**src/rtl/uart_sio_pkg.sv**
```systemverilog
package uart_sio_pkg;

  localparam logic [1:0] A_DATA = 2'd0;
  localparam logic [1:0] A_STAT = 2'd1;
  localparam logic [1:0] A_CTRL = 2'd2;
  localparam logic [1:0] A_FMT  = 2'd3;

  typedef struct packed {
    logic stop2;
    logic par_odd;
    logic par_en;
    logic len7;
  } fmt_t;

  typedef struct packed {
    logic irq_on_done;
    logic rx_on;
    logic tx_on;
    logic port_on;
  } ctrl_t;

  // number of data bits in the character
  function automatic logic [3:0] data_bits(fmt_t f);
    return f.len7 ? 4'd7 : 4'd8;
  endfunction

  // total transmitted bits: start + data + parity + stops
  function automatic logic [3:0] tx_frame_len(fmt_t f);
    return 4'd1 + data_bits(f) + {3'b0, f.par_en} + {3'b0, f.stop2} + 4'd1;
  endfunction

  // index of the first stop bit; 0 is the start bit
  function automatic logic [3:0] rx_stop_idx(fmt_t f);
    return data_bits(f) + {3'b0, f.par_en} + 4'd1;
  endfunction

  function automatic logic [7:0] mask_data(logic [7:0] d, fmt_t f);
    return {d[7] & ~f.len7, d[6:0]};
  endfunction

  function automatic logic parity_of(logic [7:0] d, fmt_t f);
    return (^mask_data(d, f)) ^ f.par_odd;
  endfunction

  // frame with the LSB sent first, padded with ones
  function automatic logic [11:0] build_frame(logic [7:0] d, fmt_t f);
    logic [11:0] r;
    logic p;
    r = '1;
    p = f.par_en ? parity_of(d, f) : 1'b1;
    r[0] = 1'b0;
    if (f.len7) begin
      r[7:1] = d[6:0];
      r[8]   = p;
    end else begin
      r[8:1] = d;
      r[9]   = p;
    end
    return r;
  endfunction

endpackage

```
**src/rtl/uart_sio_tx.sv**
```systemverilog
module uart_sio_tx
  import uart_sio_pkg::*;
#(
  parameter int OVS = 16
) (
  input  logic       clk,
  input  logic       rst_n,
  input  logic       tick,
  input  logic       enable,
  input  logic       pending,
  input  logic [7:0] din,
  input  fmt_t       fmt,
  output logic       load,
  output logic       busy,
  output logic       txd
);
  localparam int SW = (OVS > 1) ? $clog2(OVS) : 1;
  localparam logic [SW-1:0] SUB_LAST = SW'(OVS - 1);

  logic [11:0]   sh;
  logic [3:0]    left;
  logic [SW-1:0] sub;

  assign load = enable && !busy && pending;
  assign txd  = busy ? sh[0] : 1'b1;

  always_ff @(posedge clk or negedge rst_n) begin
    if (!rst_n) begin
      busy <= 1'b0;
      sh   <= '1;
      left <= '0;
      sub  <= '0;
    end else if (!enable) begin
      busy <= 1'b0;
      sh   <= '1;
    end else if (load) begin
      busy <= 1'b1;
      sh   <= build_frame(din, fmt);
      left <= tx_frame_len(fmt);
      sub  <= '0;
    end else if (busy && tick) begin
      if (sub == SUB_LAST) begin
        sub  <= '0;
        sh   <= {1'b1, sh[11:1]};
        left <= left - 4'd1;
        if (left == 4'd1) busy <= 1'b0;
      end else begin
        sub <= sub + 1'b1;
      end
    end
  end
endmodule

```
**src/rtl/uart_sio_rx.sv**
```systemverilog
module uart_sio_rx
  import uart_sio_pkg::*;
#(
  parameter int OVS = 16
) (
  input  logic       clk,
  input  logic       rst_n,
  input  logic       tick,
  input  logic       enable,
  input  logic       rxd,
  input  fmt_t       fmt,
  output logic       done,
  output logic [7:0] data,
  output logic       par_bad,
  output logic       stop_bad
);
  localparam int SW = (OVS > 1) ? $clog2(OVS) : 1;
  localparam logic [SW-1:0] SUB_LAST = SW'(OVS - 1);
  localparam logic [SW-1:0] SUB_MID  = SW'(OVS / 2 - 1);

  logic          busy;
  logic [3:0]    idx;
  logic [SW-1:0] sub;
  logic [7:0]    shreg;
  logic          pbit;
  logic          mid;

  assign mid      = busy && tick && (sub == SUB_MID);
  assign done     = mid && (idx == rx_stop_idx(fmt));
  assign data     = mask_data(shreg, fmt);
  assign par_bad  = fmt.par_en && (pbit != parity_of(shreg, fmt));
  assign stop_bad = !rxd;

  always_ff @(posedge clk or negedge rst_n) begin
    if (!rst_n) begin
      busy  <= 1'b0;
      idx   <= '0;
      sub   <= '0;
      shreg <= '0;
      pbit  <= 1'b0;
    end else if (!enable) begin
      busy <= 1'b0;
    end else if (!busy) begin
      if (!rxd) begin
        busy <= 1'b1;
        idx  <= '0;
        sub  <= '0;
      end
    end else if (tick) begin
      sub <= (sub == SUB_LAST) ? '0 : sub + 1'b1;
      if (mid) begin
        idx <= idx + 4'd1;
        if (idx == 4'd0) begin
          if (rxd) busy <= 1'b0;
        end else if (idx <= data_bits(fmt)) begin
          shreg[3'(idx - 4'd1)] <= rxd;
        end else if (fmt.par_en && idx == data_bits(fmt) + 4'd1) begin
          pbit <= rxd;
        end
        if (done) busy <= 1'b0;
      end
    end
  end
endmodule

```
**src/rtl/uart_sio.sv**
```systemverilog
module uart_sio
  import uart_sio_pkg::*;
#(
  parameter int OVS = 16
) (
  input  logic       clk,
  input  logic       rst_n,
  input  logic       baud_tick,
  input  logic [1:0] addr,
  input  logic       wr_en,
  input  logic [7:0] wdata,
  input  logic       rd_en,
  output logic [7:0] rdata,
  input  logic       rxd,
  output logic       txd,
  output logic       tx_irq,
  output logic       rx_irq
);
  ctrl_t      ctrl;
  fmt_t       fmt;
  logic [7:0] tx_buf, rx_buf;
  logic       tx_empty, rx_full, ovr, pe, fe;
  logic [1:0] rx_sync;

  // named internal events
  logic       tx_en, rx_en, tx_load, tx_busy, wr_data, rd_clr;
  logic       rx_done, rx_ovr_evt, rx_par_bad, rx_stop_bad;
  logic [7:0] rx_word;

  assign tx_en      = ctrl.port_on && ctrl.tx_on;
  assign rx_en      = ctrl.port_on && ctrl.rx_on;
  assign wr_data    = wr_en && addr == A_DATA;
  assign rd_clr     = rd_en && addr == A_DATA;
  assign rx_ovr_evt = rx_done && rx_full && !rd_clr;

  uart_sio_tx #(.OVS(OVS)) u_tx (
    .clk(clk), .rst_n(rst_n), .tick(baud_tick), .enable(tx_en),
    .pending(!tx_empty), .din(tx_buf), .fmt(fmt),
    .load(tx_load), .busy(tx_busy), .txd(txd)
  );

  uart_sio_rx #(.OVS(OVS)) u_rx (
    .clk(clk), .rst_n(rst_n), .tick(baud_tick), .enable(rx_en),
    .rxd(rx_sync[1]), .fmt(fmt), .done(rx_done), .data(rx_word),
    .par_bad(rx_par_bad), .stop_bad(rx_stop_bad)
  );

  always_ff @(posedge clk or negedge rst_n) begin
    if (!rst_n) rx_sync <= 2'b11;
    else        rx_sync <= {rx_sync[0], rxd};
  end

  always_ff @(posedge clk or negedge rst_n) begin
    if (!rst_n) begin
      ctrl <= '0;
      fmt  <= '0;
    end else if (wr_en) begin
      if (addr == A_CTRL) ctrl <= ctrl_t'(wdata[3:0]);
      if (addr == A_FMT)  fmt  <= fmt_t'(wdata[3:0]);
    end
  end

  always_ff @(posedge clk or negedge rst_n) begin
    if (!rst_n) begin
      tx_buf   <= '0;
      tx_empty <= 1'b1;
    end else if (wr_data) begin
      tx_buf   <= wdata;
      tx_empty <= 1'b0;
    end else if (tx_load) begin
      tx_empty <= 1'b1;
    end
  end

  always_ff @(posedge clk or negedge rst_n) begin
    if (!rst_n) begin
      rx_buf  <= '0;
      rx_full <= 1'b0;
      ovr     <= 1'b0;
      pe      <= 1'b0;
      fe      <= 1'b0;
    end else begin
      if (rd_clr) begin
        rx_full <= 1'b0;
        ovr     <= 1'b0;
        pe      <= 1'b0;
        fe      <= 1'b0;
      end
      if (rx_ovr_evt) begin
        ovr <= 1'b1;
      end else if (rx_done) begin
        rx_buf  <= rx_word;
        rx_full <= 1'b1;
        pe      <= rx_par_bad;
        fe      <= rx_stop_bad;
      end
    end
  end

  assign tx_irq = tx_en && (ctrl.irq_on_done ? !tx_busy : tx_empty);
  assign rx_irq = rx_en && rx_full;

  always_comb begin
    case (addr)
      A_DATA:  rdata = rx_buf;
      A_STAT:  rdata = {1'b1, ovr | pe | fe, fe, pe, ovr, !tx_busy, rx_full, tx_empty};
      A_CTRL:  rdata = {4'hF, ctrl};
      default: rdata = {4'hF, fmt};
    endcase
  end
endmodule

```
**config.mk**
```make
export PLATFORM = sky130hd
export DESIGN_NAME = uart_sio
export DESIGN_NICKNAME = d
export VERILOG_FILES = /design/src/rtl/uart_sio_pkg.sv /design/src/rtl/uart_sio_tx.sv /design/src/rtl/uart_sio_rx.sv /design/src/rtl/uart_sio.sv
export SDC_FILE = /design/constraint.sdc
export NUM_CORES = 1
export LEC_CHECK = 0
export BUFFER_PORTS_ARGS = -buffer_cell sky130_fd_sc_hd__buf_2
export CAP_MARGIN = 0
export CORE_ASPECT_RATIO = 0.7
export CORE_MARGIN = 2
export CORE_UTILIZATION = 60
export CTS_CLUSTER_DIAMETER = 150
export DETAILED_ROUTE_END_ITERATION = 8
export PLACE_DENSITY = 0.87
export SETUP_SLACK_MARGIN = 0.02
export SKIP_LAST_GASP = 1
export SLEW_MARGIN = 20
export SYNTH_ARGS = -nofsm -noshare
export SYNTH_HDL_FRONTEND = slang
export SYNTH_SLANG_ARGS = --single-unit
```
**constraint.sdc**
```tcl
create_clock -name clk -period 3.5 [get_ports clk]
set_clock_uncertainty 0.2 [all_clocks]
set_input_delay 1.05 -clock clk [delete_from_list [all_inputs] [get_ports clk]]
set_output_delay 1.05 -clock clk [all_outputs]
set_load 0.1 [all_outputs]
```
# ---- Yosys cells after proc, flatten, opt, wreduce, memory -nomap -nowiden
# Index checks and enable logic that the tools add are counted.
dict set report totals {
  regBits 70
  inputBits 16
  out_inout_bits 11
  word_cells 157
}
dict set report op_classes {
  addsub 11
  magnitude_cmp 3
  n_eq_ne 16
  muxes 52
  n_bitwise 10
  reduce_logical 40
}
# operator count
set ops {}
lappend ops {{4-bit 2-to-1 mux} 14}
lappend ops {{12-bit 2-to-1 mux} 4}
lappend ops {{1-bit 2-to-1 mux} 30}
lappend ops {{8-bit one-hot mux with 3 select lines} 1}
lappend ops {{4-bit by 1-bit adder with 4-bit output, second input constant} 5}
lappend ops {{1-bit logical AND} 17}
lappend ops {{8-bit XOR reduction} 2}
lappend ops {{4-bit by 1-bit adder with 4-bit output} 3}
lappend ops {{2-bit AND reduction} 5}
lappend ops {{3-bit by 1-bit inequality test with 1-bit output, second input constant} 3}
lappend ops {{3-bit AND reduction} 3}
lappend ops {{8-bit bitwise mux} 1}
lappend ops {{4-bit == test} 2}
lappend ops {{4-bit == test, second input constant} 2}
lappend ops {{8-bit 2-to-1 mux} 1}
lappend ops {{2-bit nonzero test} 4}
lappend ops {{7-bit AND reduction} 1}
lappend ops {{6-bit AND reduction} 1}
lappend ops {{1-bit by 4-bit adder with 4-bit output, first input constant} 1}
lappend ops {{2-bit == test, second input constant} 2}
lappend ops {{4-bit by 1-bit == test with 1-bit output, second input constant} 1}
lappend ops {{4-bit by 3-bit == test with 1-bit output, second input constant} 1}
lappend ops {{4-bit less-or-equal comparator} 1}
lappend ops {{1-bit logical NOT} 4}
lappend ops {{other kinds (16)} 23}

# ---- Longest topological paths before layout
dict set report depth {
  ltp_word 10
  mapped_depth 9
  ltp_nobuf 7
}

# ---- Modules after synthesis
# A second synthesis with hierarchy kept.
dict set report hier_totals {
  cells_unflattened 352
  area_unflattened_um2 3839.9
}
# mod n_inst cells_per_inst area_each_um2 seq_area_each_um2
set modules_own_cells {}
lappend modules_own_cells {uart_sio 1 108 1461.4 779.5}
lappend modules_own_cells {uart_sio_rx 1 126 1237.4 450.4}
lappend modules_own_cells {uart_sio_tx 1 118 1141.1 488.0}

# ---- Worst setup path before layout
# Ideal clock, no wire load.
dict set report synth_timing {
  path_kind {input -> output}
  startpoint {input addr[0]}
  endpoint {output rdata[2]}
  arrival_time_ps 3150
  required_ps 2250
  path_slack_ps -900
  path_stages 5
  path_cell_list {inv_1 ha_1 clkbuf_1 a222oi_1 mux2i_1}
}
dict set report synth_between {
  elab_chain_cells 2
}
# item line_no
set synth_rtl {}
lappend synth_rtl {{start, declared} uart_sio.sv:9} ;# input logic [1:0] addr,
lappend synth_rtl {{2-bit == test, or another cell as far along} uart_sio.sv:104} ;# case (addr)
lappend synth_rtl {{8-bit one-hot mux with 3 select lines (*)} uart_sio.sv:104}
lappend synth_rtl {{end, declared} uart_sio.sv:13} ;# output logic [7:0] rdata,
# Mark *: on every way between the ends. The rest lies on a longest branch, timed or not.

# ---- Worst setup path in the final report
dict set report layout_timing {
  startpoint {input addr[1]}
  endpoint {output rdata[3]}
}
# Same word-level chain as after synthesis.

==> run metrics <==
status completed; FF-to-FF End u_rx.shreg[3]$_DFFE_PN0P_; Post-synth top flop dfrtp_1; First-pass DRT Iterations 5; CP Launch Type input port; Clock Path Buffers 2; clk slew on worst S/H paths 60 ps; endpoints failing setup 0; share of post-route cells with drive strength above 1 28.8%; Slowest cell on crit path a222oi_1; routed len/inst 17.1 um; EDFF count, synth 0; pwr dens 492 mW/mm^2; Die X 98.3 um; Tot Pwr 0.00218 W; CTS Sinks 68; Cell Rows 24; initial DRC count 273; crit-path max cell delay 420 ps; Slew @ Worst Pin 581 ps; TritonCTS clock tree built; pre-CTS setup slack -89.1 ps; min-delay worst type flop to flop; drt drc 0; first-pass GRT wire length 13700 um; Routed WL 8050 um; total core area 0.00613 sq mm; Mapped Area 0.00374 sq mm; cts bufs inserted 9; I/O Buffers 26; Max Freq 0.289 GHz; Max Cap Viol 0; syn nets 388; crit share post-route 98.9%; Layout Utilization 72.3%; Final WS setup 40.2 ps; crit path cell chain buf_8 > inv_4 > ha_4 > a222oi_1 > buf_4 > mux2i_4 > buf_12; Post-Synthesis Cells 351; DIE AREA 0.00688 sq mm; Initial Util 61.0%; nets@finish 424; number of global-route vias before repair 2827; Top delay family on crit path buffers and inverters; Peak VDD IR 0.000317 V; final hold vios 0; clk_lat worst skew 350 ps; Max-Slew Margin vs Limit 61.3%; global route overflow 0; CTS Hold Bufs 0; warning count from the yosys run 0; Max Slew Vio Count 0; via count 2854; H-tree depth 3; Die Y 70.0 um; crit end category primary output; Netlist cell types 48; Critical Path Source addr[1]; Crit. path cell count 7; io pins 27; dpl hpwl 5990 um; WP buf/inv 4; FF-to-FF path depth 7; pin count of the biggest net entering global routing 44; r2r setup slk 590 ps; FFs w/ async S/R, synth 100%; average size of a mapped cell 10.6 sq um; post-synthesis sequential area ratio 46.0%; #FFs+latches synth 68; Max FO, Critical Path 5; RSZ-0062 raised after global routing false; antenna viol nets, final 0; vias per cell 6.07; Critical Path End rdata[3]; Tmin final 3460 ps; GRT Total Usage 25.2%; Reg2Reg Launch Point fmt[0]$_DFFE_PN0P_; Leakage 1.98 nW; Worst EP required 2250 ps; initial antenna violation count 0; CTS root buf clkbuf_8; synthesis-to-finish area growth 18.6%; Crit Path Category input port to primary output; Worst EP arrival 2210 ps; placer congestion estimate 0.887; Antenna diodes 0
-- worst min path at each step --
stage | startpoint | slack [ps] | end | depth (start not counted)
floorplan | rx_sync[0]$_DFF_PN1_ | 150 | rx_sync[1]$_DFF_PN1_ | 0
global placement | rx_sync[0]$_DFF_PN1_ | 150 | rx_sync[1]$_DFF_PN1_ | 0
detailed placement | rx_sync[0]$_DFF_PN1_ | 150 | rx_sync[1]$_DFF_PN1_ | 0
CTS | rx_sync[0]$_DFF_PN1_ | 160 | rx_sync[1]$_DFF_PN1_ | 0
global route | rx_sync[0]$_DFF_PN1_ | 170 | rx_sync[1]$_DFF_PN1_ | 0
finish | rx_sync[0]$_DFF_PN1_ | 160 | rx_sync[1]$_DFF_PN1_ | 0
-- worst reg2reg max path: stages (launching register included) --
cell and delay (ps):
dfrtp_1 550, inv_1 260, ha_1 380, nor2b_1 150, o211ai_1 170, a21oi_1 220
or4b_1 570, mux2_1 320
-- cell type report --
cell class,count,area (sq um)
clock buffers,15,176
clock inverters,1,5.00
fillers,441,1700
inverters,14,57.6
multi-input cells,254,1990
flip-flops and latches,68,1720
well taps,78,97.6
repair buffers,40,384
-- synth_stat cells (all sizes together), types with 4 or more instances --
| library cell | instances | share of area, % |
|---|---|---|
| a211oi | 4 | 0.80 |
| mux2i | 11 | 2.9 |
| nand4 | 5 | 0.84 |
| xnor2 | 19 | 4.5 |
| xor2 | 6 | 1.4 |
| a222oi | 4 | 1.1 |
| nand2 | 36 | 3.6 |
| mux2 | 34 | 11 |
| nand3 | 8 | 1.1 |
| clkbuf | 8 | 0.84 |
| a21oi | 20 | 2.7 |
| nor4 | 5 | 0.84 |
| o21ai | 16 | 2.1 |
| inv | 14 | 1.4 |
| dfstp | 13 | 9.1 |
| nor2 | 17 | 1.7 |
| ha | 21 | 7.0 |
| dfrtp | 55 | 37 |
| buf | 7 | 1.3 |
| nor3 | 9 | 1.2 |
-- flip-flops by register name (all words and copies together) (netlist names) --
name        flops
u_rx.shreg      8
tx_buf          8
fe              1
u_rx.sub        4
u_tx.busy       1
ctrl            4
u_rx.pbit       1
u_rx.idx        4
u_tx.sub        4
u_tx.left       4
ovr             1
u_tx.sh        10
fmt             4
pe              1
rx_buf          8
u_rx.busy       1
tx_empty        1
rx_full         1
rx_sync         2
-- timing repair --
action / 4_1_cts / 5_1_grt
setup endpoints to repair: 4 / 4
pin swaps: 3 / 4
setup buffers: 0 / 1
gates resized for setup: 10 / 5
-- kinds of logic after synthesis --
kind of cell | synth area share, %
simple gates | 14.3
flops | 46.0
compound gates | 9.65
mux | 13.7
buf+inv | 3.52
xor+xnor | 5.86
fa+ha+maj | 7.03
-- stage by stage --
step,hold WS (ps),cell area [sq um],instances,TNS (ps)
floorplan,145,3800,351,-565
global placement,148,4180,453,0
detailed placement,153,4180,453,-253
CTS,163,4410,469,0
global route,169,4430,470,0
finish,161,4430,470,0
-- layer usage --
layer / part of all wire, % / up-vias / global-route usage (%)
met5: 0 / - / 0
met2: 47 / 98 / 39.2
met3: 5.5 / 13 / 6.01
met4: 1.1 / 0 / 7.00
li1: - / 1316 / -
met1: 47 / 1427 / 35.6
-- placed cells by master (no fill, tap or decap), drive strengths merged, types with 11 or more instances in the layout --
master,n
o21ai,16
nor2,17
xnor2,19
mux2i,11
mux2,34
ha,21
nand2,36
clkbuf,15
a21oi,20
dfrtp,55
buf,40
inv,14
dfstp,13
-- power breakdown --
part	switching, W	total [W]	leakage (nW)	internal, W
clock network	0.000283	0.000599	0.0937	0.000315
registers	0.000100	0.000984	0.860	0.000884
logic	0.000347	0.000598	1.03	0.000252
total	0.000730	0.00218	1.98	0.00145
Note: power is estimated with default switching activity, not from simulation.
